## src/rtl/bp_dec_pkg.sv

```systemverilog
package bp_dec_pkg;
    typedef enum logic [0:0] {
        ST_IDLE = 1'b0,
        ST_HOLD = 1'b1
    } dec_state_e;

    localparam int BP_LSB   = 2;
    localparam int BP_W3    = 3;
    localparam int CODE_W   = 4;
    localparam int FLAG_LO  = 5;
    localparam int FLAG_HI  = 6;
endpackage

```

## src/rtl/bp_code_extract.sv

```systemverilog
module bp_code_extract
    import bp_dec_pkg::*;
(
    input  logic [7:0]        status,
    input  logic              mode4,
    input  logic              tb_at6,
    input  logic              bp3_at6,
    output logic [CODE_W-1:0] code,
    output logic              bottom
);
    logic [BP_W3-1:0] low_bits;
    logic             bp3;

    always_comb begin
        low_bits = status[BP_LSB +: BP_W3];
        bp3      = bp3_at6 ? status[FLAG_HI] : status[FLAG_LO];
        code     = mode4 ? {bp3, low_bits} : {1'b0, low_bits};
        bottom   = tb_at6 ? status[FLAG_HI] : status[FLAG_LO];
    end
endmodule

```

## src/rtl/bp_region_calc.sv

```systemverilog
module bp_region_calc
    import bp_dec_pkg::*;
#(
    parameter int ADDR_W = 32,
    parameter int LOG_W  = 6
) (
    input  logic [CODE_W-1:0] code,
    input  logic              mode4,
    input  logic              bottom,
    input  logic [LOG_W-1:0]  size_log2,
    input  logic [LOG_W-1:0]  sect_log2,
    output logic [ADDR_W:0]   size_full,
    output logic [ADDR_W:0]   len,
    output logic [ADDR_W:0]   ofs
);
    localparam int OFS_W = ADDR_W + 1;
    localparam logic [OFS_W-1:0] ONE = OFS_W'(1);

    logic [LOG_W-1:0] code_ext;
    logic [LOG_W-1:0] pow;
    logic             saturate;

    always_comb begin
        size_full = ONE << size_log2;
        code_ext  = LOG_W'(code);
        saturate  = 1'b0;
        if (mode4) begin
            saturate = (code_ext > sect_log2);
            pow      = saturate ? '0 : (sect_log2 + LOG_W'(1) - code_ext);
        end else begin
            pow      = LOG_W'(code[BP_W3-1:0] ^ 3'b111);
        end
        if (code == '0) begin
            len = '0;
        end else begin
            len = size_full >> pow;
        end
        if (len == '0 || bottom) begin
            ofs = '0;
        end else begin
            ofs = size_full - len;
        end
    end
endmodule

```

## src/rtl/bp_range_cmp.sv

```systemverilog
module bp_range_cmp #(
    parameter int ADDR_W = 32
) (
    input  logic [ADDR_W-1:0] addr,
    input  logic [ADDR_W:0]   ofs,
    input  logic [ADDR_W:0]   len,
    output logic              hit
);
    logic [ADDR_W+1:0] lim;
    logic [ADDR_W+1:0] a_ext;
    logic [ADDR_W+1:0] o_ext;

    always_comb begin
        a_ext = {2'b00, addr};
        o_ext = {1'b0, ofs};
        lim   = o_ext + {1'b0, len};
        hit   = (len != '0) && (a_ext >= o_ext) && (a_ext < lim);
    end
endmodule

```

## src/rtl/bp_range_decoder.sv

```systemverilog
module bp_range_decoder
    import bp_dec_pkg::*;
#(
    parameter int ADDR_W = 32,
    parameter int LOG_W  = 6
) (
    input  logic              clk,
    input  logic              rst_n,
    input  logic              req_valid,
    output logic              req_ready,
    input  logic [7:0]        status,
    input  logic [LOG_W-1:0]  size_log2,
    input  logic [LOG_W-1:0]  sect_log2,
    input  logic              mode4,
    input  logic              tb_at6,
    input  logic              bp3_at6,
    input  logic [ADDR_W-1:0] addr,
    output logic              rsp_valid,
    input  logic              rsp_ready,
    output logic [ADDR_W:0]   prot_ofs,
    output logic [ADDR_W:0]   prot_len,
    output logic              prot_hit
);
    dec_state_e state_q, state_d;

    logic [CODE_W-1:0] code_w;
    logic              bottom_w;
    logic [ADDR_W:0]   size_w, len_w, ofs_w;
    logic              hit_w;
    logic [ADDR_W:0]   size_q;
    logic              accept;

    bp_code_extract u_extract (
        .status  (status),
        .mode4   (mode4),
        .tb_at6  (tb_at6),
        .bp3_at6 (bp3_at6),
        .code    (code_w),
        .bottom  (bottom_w)
    );

    bp_region_calc #(.ADDR_W(ADDR_W), .LOG_W(LOG_W)) u_region (
        .code      (code_w),
        .mode4     (mode4),
        .bottom    (bottom_w),
        .size_log2 (size_log2),
        .sect_log2 (sect_log2),
        .size_full (size_w),
        .len       (len_w),
        .ofs       (ofs_w)
    );

    bp_range_cmp #(.ADDR_W(ADDR_W)) u_cmp (
        .addr (addr),
        .ofs  (ofs_w),
        .len  (len_w),
        .hit  (hit_w)
    );

    always_comb begin
        state_d = state_q;
        unique case (state_q)
            ST_IDLE: if (req_valid) state_d = ST_HOLD;
            ST_HOLD: if (rsp_ready) state_d = ST_IDLE;
            default: state_d = ST_IDLE;
        endcase
    end

    always_ff @(posedge clk or negedge rst_n) begin
        if (!rst_n) state_q <= ST_IDLE;
        else        state_q <= state_d;
    end

    always_comb begin
        req_ready = (state_q == ST_IDLE);
        rsp_valid = (state_q == ST_HOLD);
        accept    = req_ready && req_valid;
    end

    always_ff @(posedge clk or negedge rst_n) begin
        if (!rst_n) begin
            prot_ofs <= '0;
            prot_len <= '0;
            prot_hit <= 1'b0;
            size_q   <= '0;
        end else if (accept) begin
            prot_ofs <= ofs_w;
            prot_len <= len_w;
            prot_hit <= hit_w;
            size_q   <= size_w;
        end
    end


    accept_to_valid_chk: assert property (@(posedge clk) disable iff (!rst_n)
        (req_valid && req_ready) |=> rsp_valid);


    no_both_chk: assert property (@(posedge clk) disable iff (!rst_n)
        !(req_ready && rsp_valid));


    hold_stable_chk: assert property (@(posedge clk) disable iff (!rst_n)
        (rsp_valid && !rsp_ready) |=> (rsp_valid && $stable(prot_ofs)
                                       && $stable(prot_len) && $stable(prot_hit)));


    zero_len_nohit_chk: assert property (@(posedge clk) disable iff (!rst_n)
        (rsp_valid && prot_len == '0) |-> !prot_hit);


    in_device_chk: assert property (@(posedge clk) disable iff (!rst_n)
        rsp_valid |-> (({1'b0, prot_ofs} + {1'b0, prot_len}) <= {1'b0, size_q}));
endmodule

```

## config.mk

```make
export PLATFORM = sky130hd
export DESIGN_NAME = bp_range_decoder
export DESIGN_NICKNAME = d
export VERILOG_FILES = /design/src/rtl/bp_dec_pkg.sv /design/src/rtl/bp_code_extract.sv /design/src/rtl/bp_region_calc.sv /design/src/rtl/bp_range_cmp.sv /design/src/rtl/bp_range_decoder.sv
export SDC_FILE = /design/constraint.sdc
export NUM_CORES = 1
export LEC_CHECK = 0
export ABC_AREA = 1
export ABC_CLOCK_PERIOD_IN_PS = 1890
export BUFFER_PORTS_ARGS = -buffer_cell sky130_fd_sc_hd__buf_2
export CORE_ASPECT_RATIO = 2
export CORE_MARGIN = 3
export CORE_UTILIZATION = 40
export CTS_CLUSTER_SIZE = 10
export DETAILED_ROUTE_END_ITERATION = 10
export GPL_TIMING_DRIVEN = 0
export PLACE_DENSITY_LB_ADDON = 0.25
export SLEW_MARGIN = 30
export SYNTH_ARGS = -nofsm -noshare
export SYNTH_HDL_FRONTEND = slang
export SYNTH_SLANG_ARGS = --single-unit
```

## constraint.sdc

```tcl
create_clock -name clk -period 1.89 [get_ports clk]
set_clock_uncertainty 0.15 [all_clocks]
set_input_delay 0.567 -clock clk [delete_from_list [all_inputs] [get_ports clk]]
set_output_delay 0.567 -clock clk [all_outputs]
set_load 0.02 [all_outputs]
```

==> summary.txt, run 1 <==
Place
  – Port Buffers: 119
  – Dpl cells: roughly 2200
  – Gp weighted congestion: between 1 and 1.5
  – Detailed Place HPWL: about 41 mm

Yosys
  – Main synth FF type: dfrtp_1
  – XOR/XNOR share of the synthesized area: 0.0438
  – Post-Syn Area per Cell: approximately 6.3 sq um
  – Cell count after synthesis: 1725
  – Area share of and/or/nand/nor cells after synthesis: 0.385
  – Synth Area in Compound Gates: 0.132
  – Netlist Area Pre-Place: about 11000 sq um
  – EDFF count, synth: 0
  – Synthesis Warnings: 0
  – Mux cell area share after synthesis: 0
  – Synthesized Nets: 1928
  – Async SR Flop Fraction: 1.00
  – FF+latch count, synth: between 60 and 70
  – Seq/Total Area, Yosys: 0.158
  – Post-Synth Adder-Cell Area: 0.169
  – Combinational family with the most area after synthesis: simple AND/OR/NAND/NOR gates
  – Post-synth cell types: 46

Clock network
  – Clk sinks: 68
  – H-Tree Depth: 3
  – Num CTS Buffers: 9
  – Clock root buffer: clkbuf_16
  – Clk_lat worst skew: roughly 350 ps
  – Clk slew on worst S/H paths: around 60 ps
  – CTS tree: built
  – Clock Path Buffers: 2

Power
  – Combinational Power Share: 0.795
  – P_int: 9650 uW
  – Register share of total power: 0.108
  – Switching Share: 0.519
  – Overall power: roughly 20000 uW
  – Clock share of power: 0.096
  – Leakage: 0.00845 uW
  – PwrDens: 1180 nW/um^2
  – Sw Pwr: about 10000 uW
  – Max rail drop VDD: 0.569 mV

Finish
  – # fillers: 2311
  – N_diodes: 0
  – Area added between synthesis and finish: 57.1%
  – Finished Layout Cells: about 2400
  – Commonest non-fill, non-tap cell in the layout: nand2_1
  – Share of layout cells above drive strength 1: 0.418
  – Commonest cells after routing, fill and taps aside: 335 x nand2_1, 167 x inv_1, 147 x nand3_1
  – Nets@finish: around 2200
  – Area of the multi-input gates: 10700 sq um
  – Final core occ: 0.642
  – FF+latch area: 1700 sq um

Worst setup path
  – Crit Path Max Fanout: 6
  – Max stage delay on crit path: between 400 and 500 ps
  – Worst Setup Path Type: in -> reg
  – Largest delay share family, worst path: simple AND/OR/NAND/NOR gates
  – Worst path slowest cell: nor4_4
  – CP endpoint kind: flop
  – Reg2Reg Setup Slack: -220 ps
  – Crit path top cell by count: nand2_1
  – CP required: 1980 ps
  – CP Buf/Inv Count: 12
  – Setup crit start kind: input pin
  – Signal arrival time at the worst endpoint: between 7000 and 8000 ps

Global route
  – Vias in the first global route: about 14000
  – Total global routing track utilization: 0.362
  – Grt total ovfl: 0
  – Initial antenna violation count: 0
  – First-pass GRT wire length: 78.8 mm
  – Largest net degree at the start of global routing: 46

STA
  – RSZ-0062 raised after global routing: yes
  – Final Slew Violations: 0
  – Max Freq: around 0.13 GHz
  – Final Critical Period: between 7000 and 8000 ps
  – Setup WS post-layout: -5560 ps
  – Tcrit/Tclk final: 3.94
  – Fin. Hold Viols: 0
  – Endpoints failing setup: 67
  – Least-Margin Pin Slew: 903 ps
  – Fin Setup TNS: -134020 ps
  – Max_slew headroom: 0.392

Run status
  – Status: finished with violations
  – Failing checks: setup timing

Routing
  – Starting DRT DRC Count: a little over 900
  – Wire length per cell: between 20 and 25 um
  – Remaining antenna violation count after routing: 0
  – Via/cell ratio: between 5 and 6
  – Drt drc: 0
  – Drt pass-1 iters: 5
  – Final wirelength: ~55 mm
  – Detailed-route via count: 14020

Floorplan
  – Die Ht: between 200 and 250 um
  – Starting density of the core: 0.409
  – IO Pins: 128
  – Core ar.: approximately 26000 sq um
  – Num rows: 84
  – Die X: 122 um
  – Die Footprint: 29100 sq um

Flow run
  – Maxcap violations: 0

Min path
  – HP Class: in -> reg
-- flip-flops by register name, summed over array words and instances (netlist names) --
name	flops
prot_len	33
prot_ofs	33
prot_hit	1
rsp_valid	1
-- area by class of cell --
type / count / area share
clock inverter: 5 / 0.00495
timing repair buffer: 303 / 0.139
inverter: 230 / 0.0539
multi-input combinational: 1362 / 0.630
clock buffer: 11 / 0.0143
sequential: 68 / 0.100
tap: 344 / 0.0254
buffer: 65 / 0.0320
-- cell usage after synthesis (9+ instances only) --
cell type | count | share of area
xor2_1 | 39 | 0.032
nand2_1 | 424 | 0.15
nand4_1 | 53 | 0.031
dfrtp_1 | 68 | 0.16
nand3_1 | 251 | 0.12
nor2_1 | 107 | 0.037
nor2_2 | 16 | 0.0093
a21oi_1 | 123 | 0.057
clkbuf_1 | 23 | 0.0080
inv_2 | 37 | 0.013
xnor2_1 | 15 | 0.012
o21ai_0 | 76 | 0.035
inv_1 | 191 | 0.066
ha_1 | 141 | 0.16
o21a_1 | 9 | 0.0063
buf_2 | 32 | 0.015
nor2_4 | 21 | 0.022
nor3_1 | 16 | 0.0074
-- metrics by stage --
stage	worst slack, ps	instance area (sq um)	hold slack (ps)
5_1_grt	-5920	16900	269
3_5_place_dp	-6910	12500	311
3_3_place_gp	-6890	12500	312
4_1_cts	-5310	15700	254
6_report	-5560	16900	256
2_1_floorplan	-4690	11500	121
-- path summary, 6_finish.rpt --
check                                to  cells past startpoint    startpoint
max                            prot_hit                     52       bp3_at6
min                           rsp_valid                      2     rsp_ready
max reg2reg                prot_ofs[19]                      7     rsp_valid
min reg2reg                prot_ofs[10]                      2  prot_ofs[10]
max in group asynchronous  prot_len[26]                      3         rst_n
min in group asynchronous  prot_ofs[19]                      2         rst_n
-- kinds of logic after synthesis --
family / after synthesis
compound gates: 254
xor+xnor: 54
fa+ha+maj: 144
simple gates: 910
flops: 68
buf+inv: 295
-- per-layer routing --
| metal | up-vias | global-route usage | wire [um] | part of all wire |
|---|---|---|---|---|
| li1 | 6378 | - | - | - |
| met1 | 6547 | 0.303 | 15900 | 0.29 |
| met2 | 705 | 0.653 | 27900 | 0.51 |
| met3 | 390 | 0.0747 | 2970 | 0.055 |
| met4 | 0 | 0.388 | 7750 | 0.14 |
| met5 | - | 0 | 0 | 0 |
-- power groups by stage --
stage                     logic [uW]  registers (uW)  clock network (uW)
final                          16000            2170                1930
after global routing           17100            2210                1970
after CTS                      14100            2160                1920
after detailed placement       10900            2190                   0
after global placement         10800            2180                   0
after floorplan                 7250            2700                   0
-- repair_timing --
| action | 4_1_cts | 5_1_grt |
|---|---|---|
| setup endpoints to repair | 68 | 68 |
| hold buffers | 1 | 0 |
| gates resized for setup | 373 | 191 |
| hold endpoints to repair | 23 | 0 |
| pin swaps | 118 | 111 |
| cloned | 3 | 0 |
| buffers inserted | 132 | 47 |
Power figures use the tool's default switching activity.
==> inputs of run 2 (changes only) <==
--- a/config.mk
+++ b/config.mk
@@ -15,6 +15,8 @@
 export DETAILED_ROUTE_END_ITERATION = 10
 export GPL_TIMING_DRIVEN = 0
 export PLACE_DENSITY_LB_ADDON = 0.25
+export SETUP_SLACK_MARGIN = 0.2
+export SKIP_LAST_GASP = 1
 export SLEW_MARGIN = 30
 export SYNTH_ARGS = -nofsm -noshare
 export SYNTH_HDL_FRONTEND = slang
==> run 2 against run 1 <==
Critical endpoint unchanged. Highest routed layer unchanged. The flow still finishes with violations (setup timing). First-iteration DRC count fell by 15%. Core utilization rose by 0.066 points. Register-to-register slack got worse by 40 ps.
==> summary.txt, run 2 (synthesis gave the netlist of run 1 again) <==
Power
  – PwrDens: 1150 nW/um^2
  – Leakage: around 0.0084 uW
  – Max rail drop VDD: around 0.5 mV

STA
  – Final hold slack: between 200 and 300 ps
  – Final Critical Period: around 7700 ps
  – Max Freq: 0.130 GHz
  – Setup WS post-layout: -5780 ps
  – Max_slew headroom: 0.398
  – RSZ-0062 raised after global routing: yes
  – Endpoints failing setup: between 60 and 70
  – Tcrit/Tclk final: 4.06
  – Least-Margin Pin Slew: approximately 900 ps
  – Fin. Hold Viols: 0
  – Final Slew Violations: 0

Routing
  – Wire length per cell: 23.3 um
  – Drt pass-1 iters: 5
  – Drt drc: 0
  – Remaining antenna violation count after routing: 0
  – Final wirelength: around 55 mm
  – Via/cell ratio: ~5.9
  – Starting DRT DRC Count: about 780
  – Detailed-route via count: 13918

Finish
  – Area added between synthesis and finish: 57.3%
  – Largest registers: prot_len x33, prot_ofs x33
  – Final core occ: 0.643
  – N_diodes: 0
  – Commonest cells after routing, fill and taps aside: 342 x nand2_1, 167 x inv_1, 122 x buf_2, 122 x nand3_1, 120 x buf_4
  – Commonest non-fill, non-tap cell in the layout: nand2_1
  – Share of layout cells above drive strength 1: 0.420
  – Nets@finish: between 2000 and 2500
  – Finished Layout Cells: around 2400

Worst setup path
  – Worst path slowest cell: fa_2
  – CP required: slightly above 2000 ps
  – Crit path top cell by count: nand2_1
  – CP endpoint kind: flop
  – Reg2Reg Setup Slack: -260 ps
  – Max stage delay on crit path: a little under 400 ps
  – Crit Path Max Fanout: 5
  – Setup crit start kind: input pin
  – Signal arrival time at the worst endpoint: roughly 8000 ps
  – Worst Setup Path Type: in -> reg

Run status
  – Status: finished with violations
  – Failing checks: setup timing

Floorplan
  – Num rows: 84
  – Core ar.: between 20000 and 30000 sq um
  – Die X: 122 um
  – Starting density of the core: 0.409
  – Die Footprint: between 20000 and 30000 sq um
  – IO Pins: 128
  – Die Ht: 238 um

Place
  – Port Buffers: around 120
  – Dpl cells: approximately 2200
  – Gp weighted congestion: around 1.1
  – Detailed Place HPWL: between 40 and 50 mm
  – Pre-CTS WS: -7080 ps

Global route
  – Vias in the first global route: 13947
  – Total global routing track utilization: 0.360
  – Initial antenna violation count: 0
  – Largest net degree at the start of global routing: between 40 and 50
  – Grt total ovfl: 0
  – First-pass GRT wire length: between 70 and 80 mm

Clock network
  – H-Tree Depth: 3
  – Clk slew on worst S/H paths: 60 ps
  – Clk_lat worst skew: between 300 and 400 ps
  – Num CTS Buffers: 9
  – Clock root buffer: clkbuf_16
  – CTS tree: built
  – Clk sinks: between 60 and 70
  – Clock Path Buffers: 2

Flow run
  – Maxcap violations: 0

Min path
  – HP Class: in -> reg
## run 2: cell types whose count changed in the layout (fill, tap and decap cells not counted), moves of 4 or more
cell	before	now
nand3_2	65	92
nand3_1	147	122
buf_4	133	120
nand2_1	335	342
nand2_2	56	49
clkbuf_16	9	15
a21oi_4	15	10
buf_12	11	15
o21ai_2	13	17
## run 2: worst paths after layout
| check | from | end | cells after the start |
|---|---|---|---|
| worst min register to register | prot_ofs[25] | prot_ofs[25] | 2 |
| worst min-delay path | rsp_ready | rsp_valid | 2 |
| min in group asynchronous | rst_n | prot_len[5] | 2 |
| max in group asynchronous | rst_n | prot_len[25] | 3 |
| worst max register to register | rsp_valid | prot_ofs[19] | 7 |
| worst max-delay path | bp3_at6 | prot_hit | 54 |
## run 2: per-stage QoR
stage / setup TNS [ps] / power (uW) / area (sq um)
final: -139760 / 19500 / 17000
after global routing: -149250 / 20800 / 17000
after CTS: -130270 / 17300 / 15100
after detailed placement: -180560 / 13200 / 12600
after global placement: -195000 / 13000 / 12500
after floorplan: -106610 / 9950 / 11500
## run 2: what timing repair did
item | 4_1_cts | 5_1_grt
gates cloned | 0 | 6
hold buffers | 1 | 0
pin swaps | 84 | 85
hold endpoints to repair | 22 | 0
setup endpoints to repair | 69 | 69
resized for setup | 266 | 303
setup buffers | 115 | 52
## run 2: routing by layer
metal | wire [um] | track usage | up-vias
met5 | 0 | 0 | -
met4 | 7480 | 0.355 | 0
met3 | 2750 | 0.0536 | 363
met2 | 29000 | 0.676 | 642
met1 | 16200 | 0.306 | 6524
li1 | - | - | 6389
## run 2: cell type report
class / count / area [sq um]
Timing Repair Buffer: 294 / 2350
Inverter: 230 / 918
Clock inverter: 4 / 48.8
Tap cell: 344 / 430
Buffer: 65 / 587
Clock buffer: 12 / 246
Sequential cell: 68 / 1700
Multi-Input combinational cell: 1362 / 10700
Fill cell: 2310 / 9410
## run 2: critical path, delay by kind of cell
kind            cells  cell delay (ps)
buf+inv            10             1200
compound gates     11             1620
simple gates       26             2790
fa+ha+maj           5             1260
xor+xnor            2              320
## run 2: power by group
| part | internal [uW] | switching (uW) |
|---|---|---|
| Combinational | 6310 | 9250 |
| Sequential | 1900 | 276 |
| Clock | 1060 | 677 |
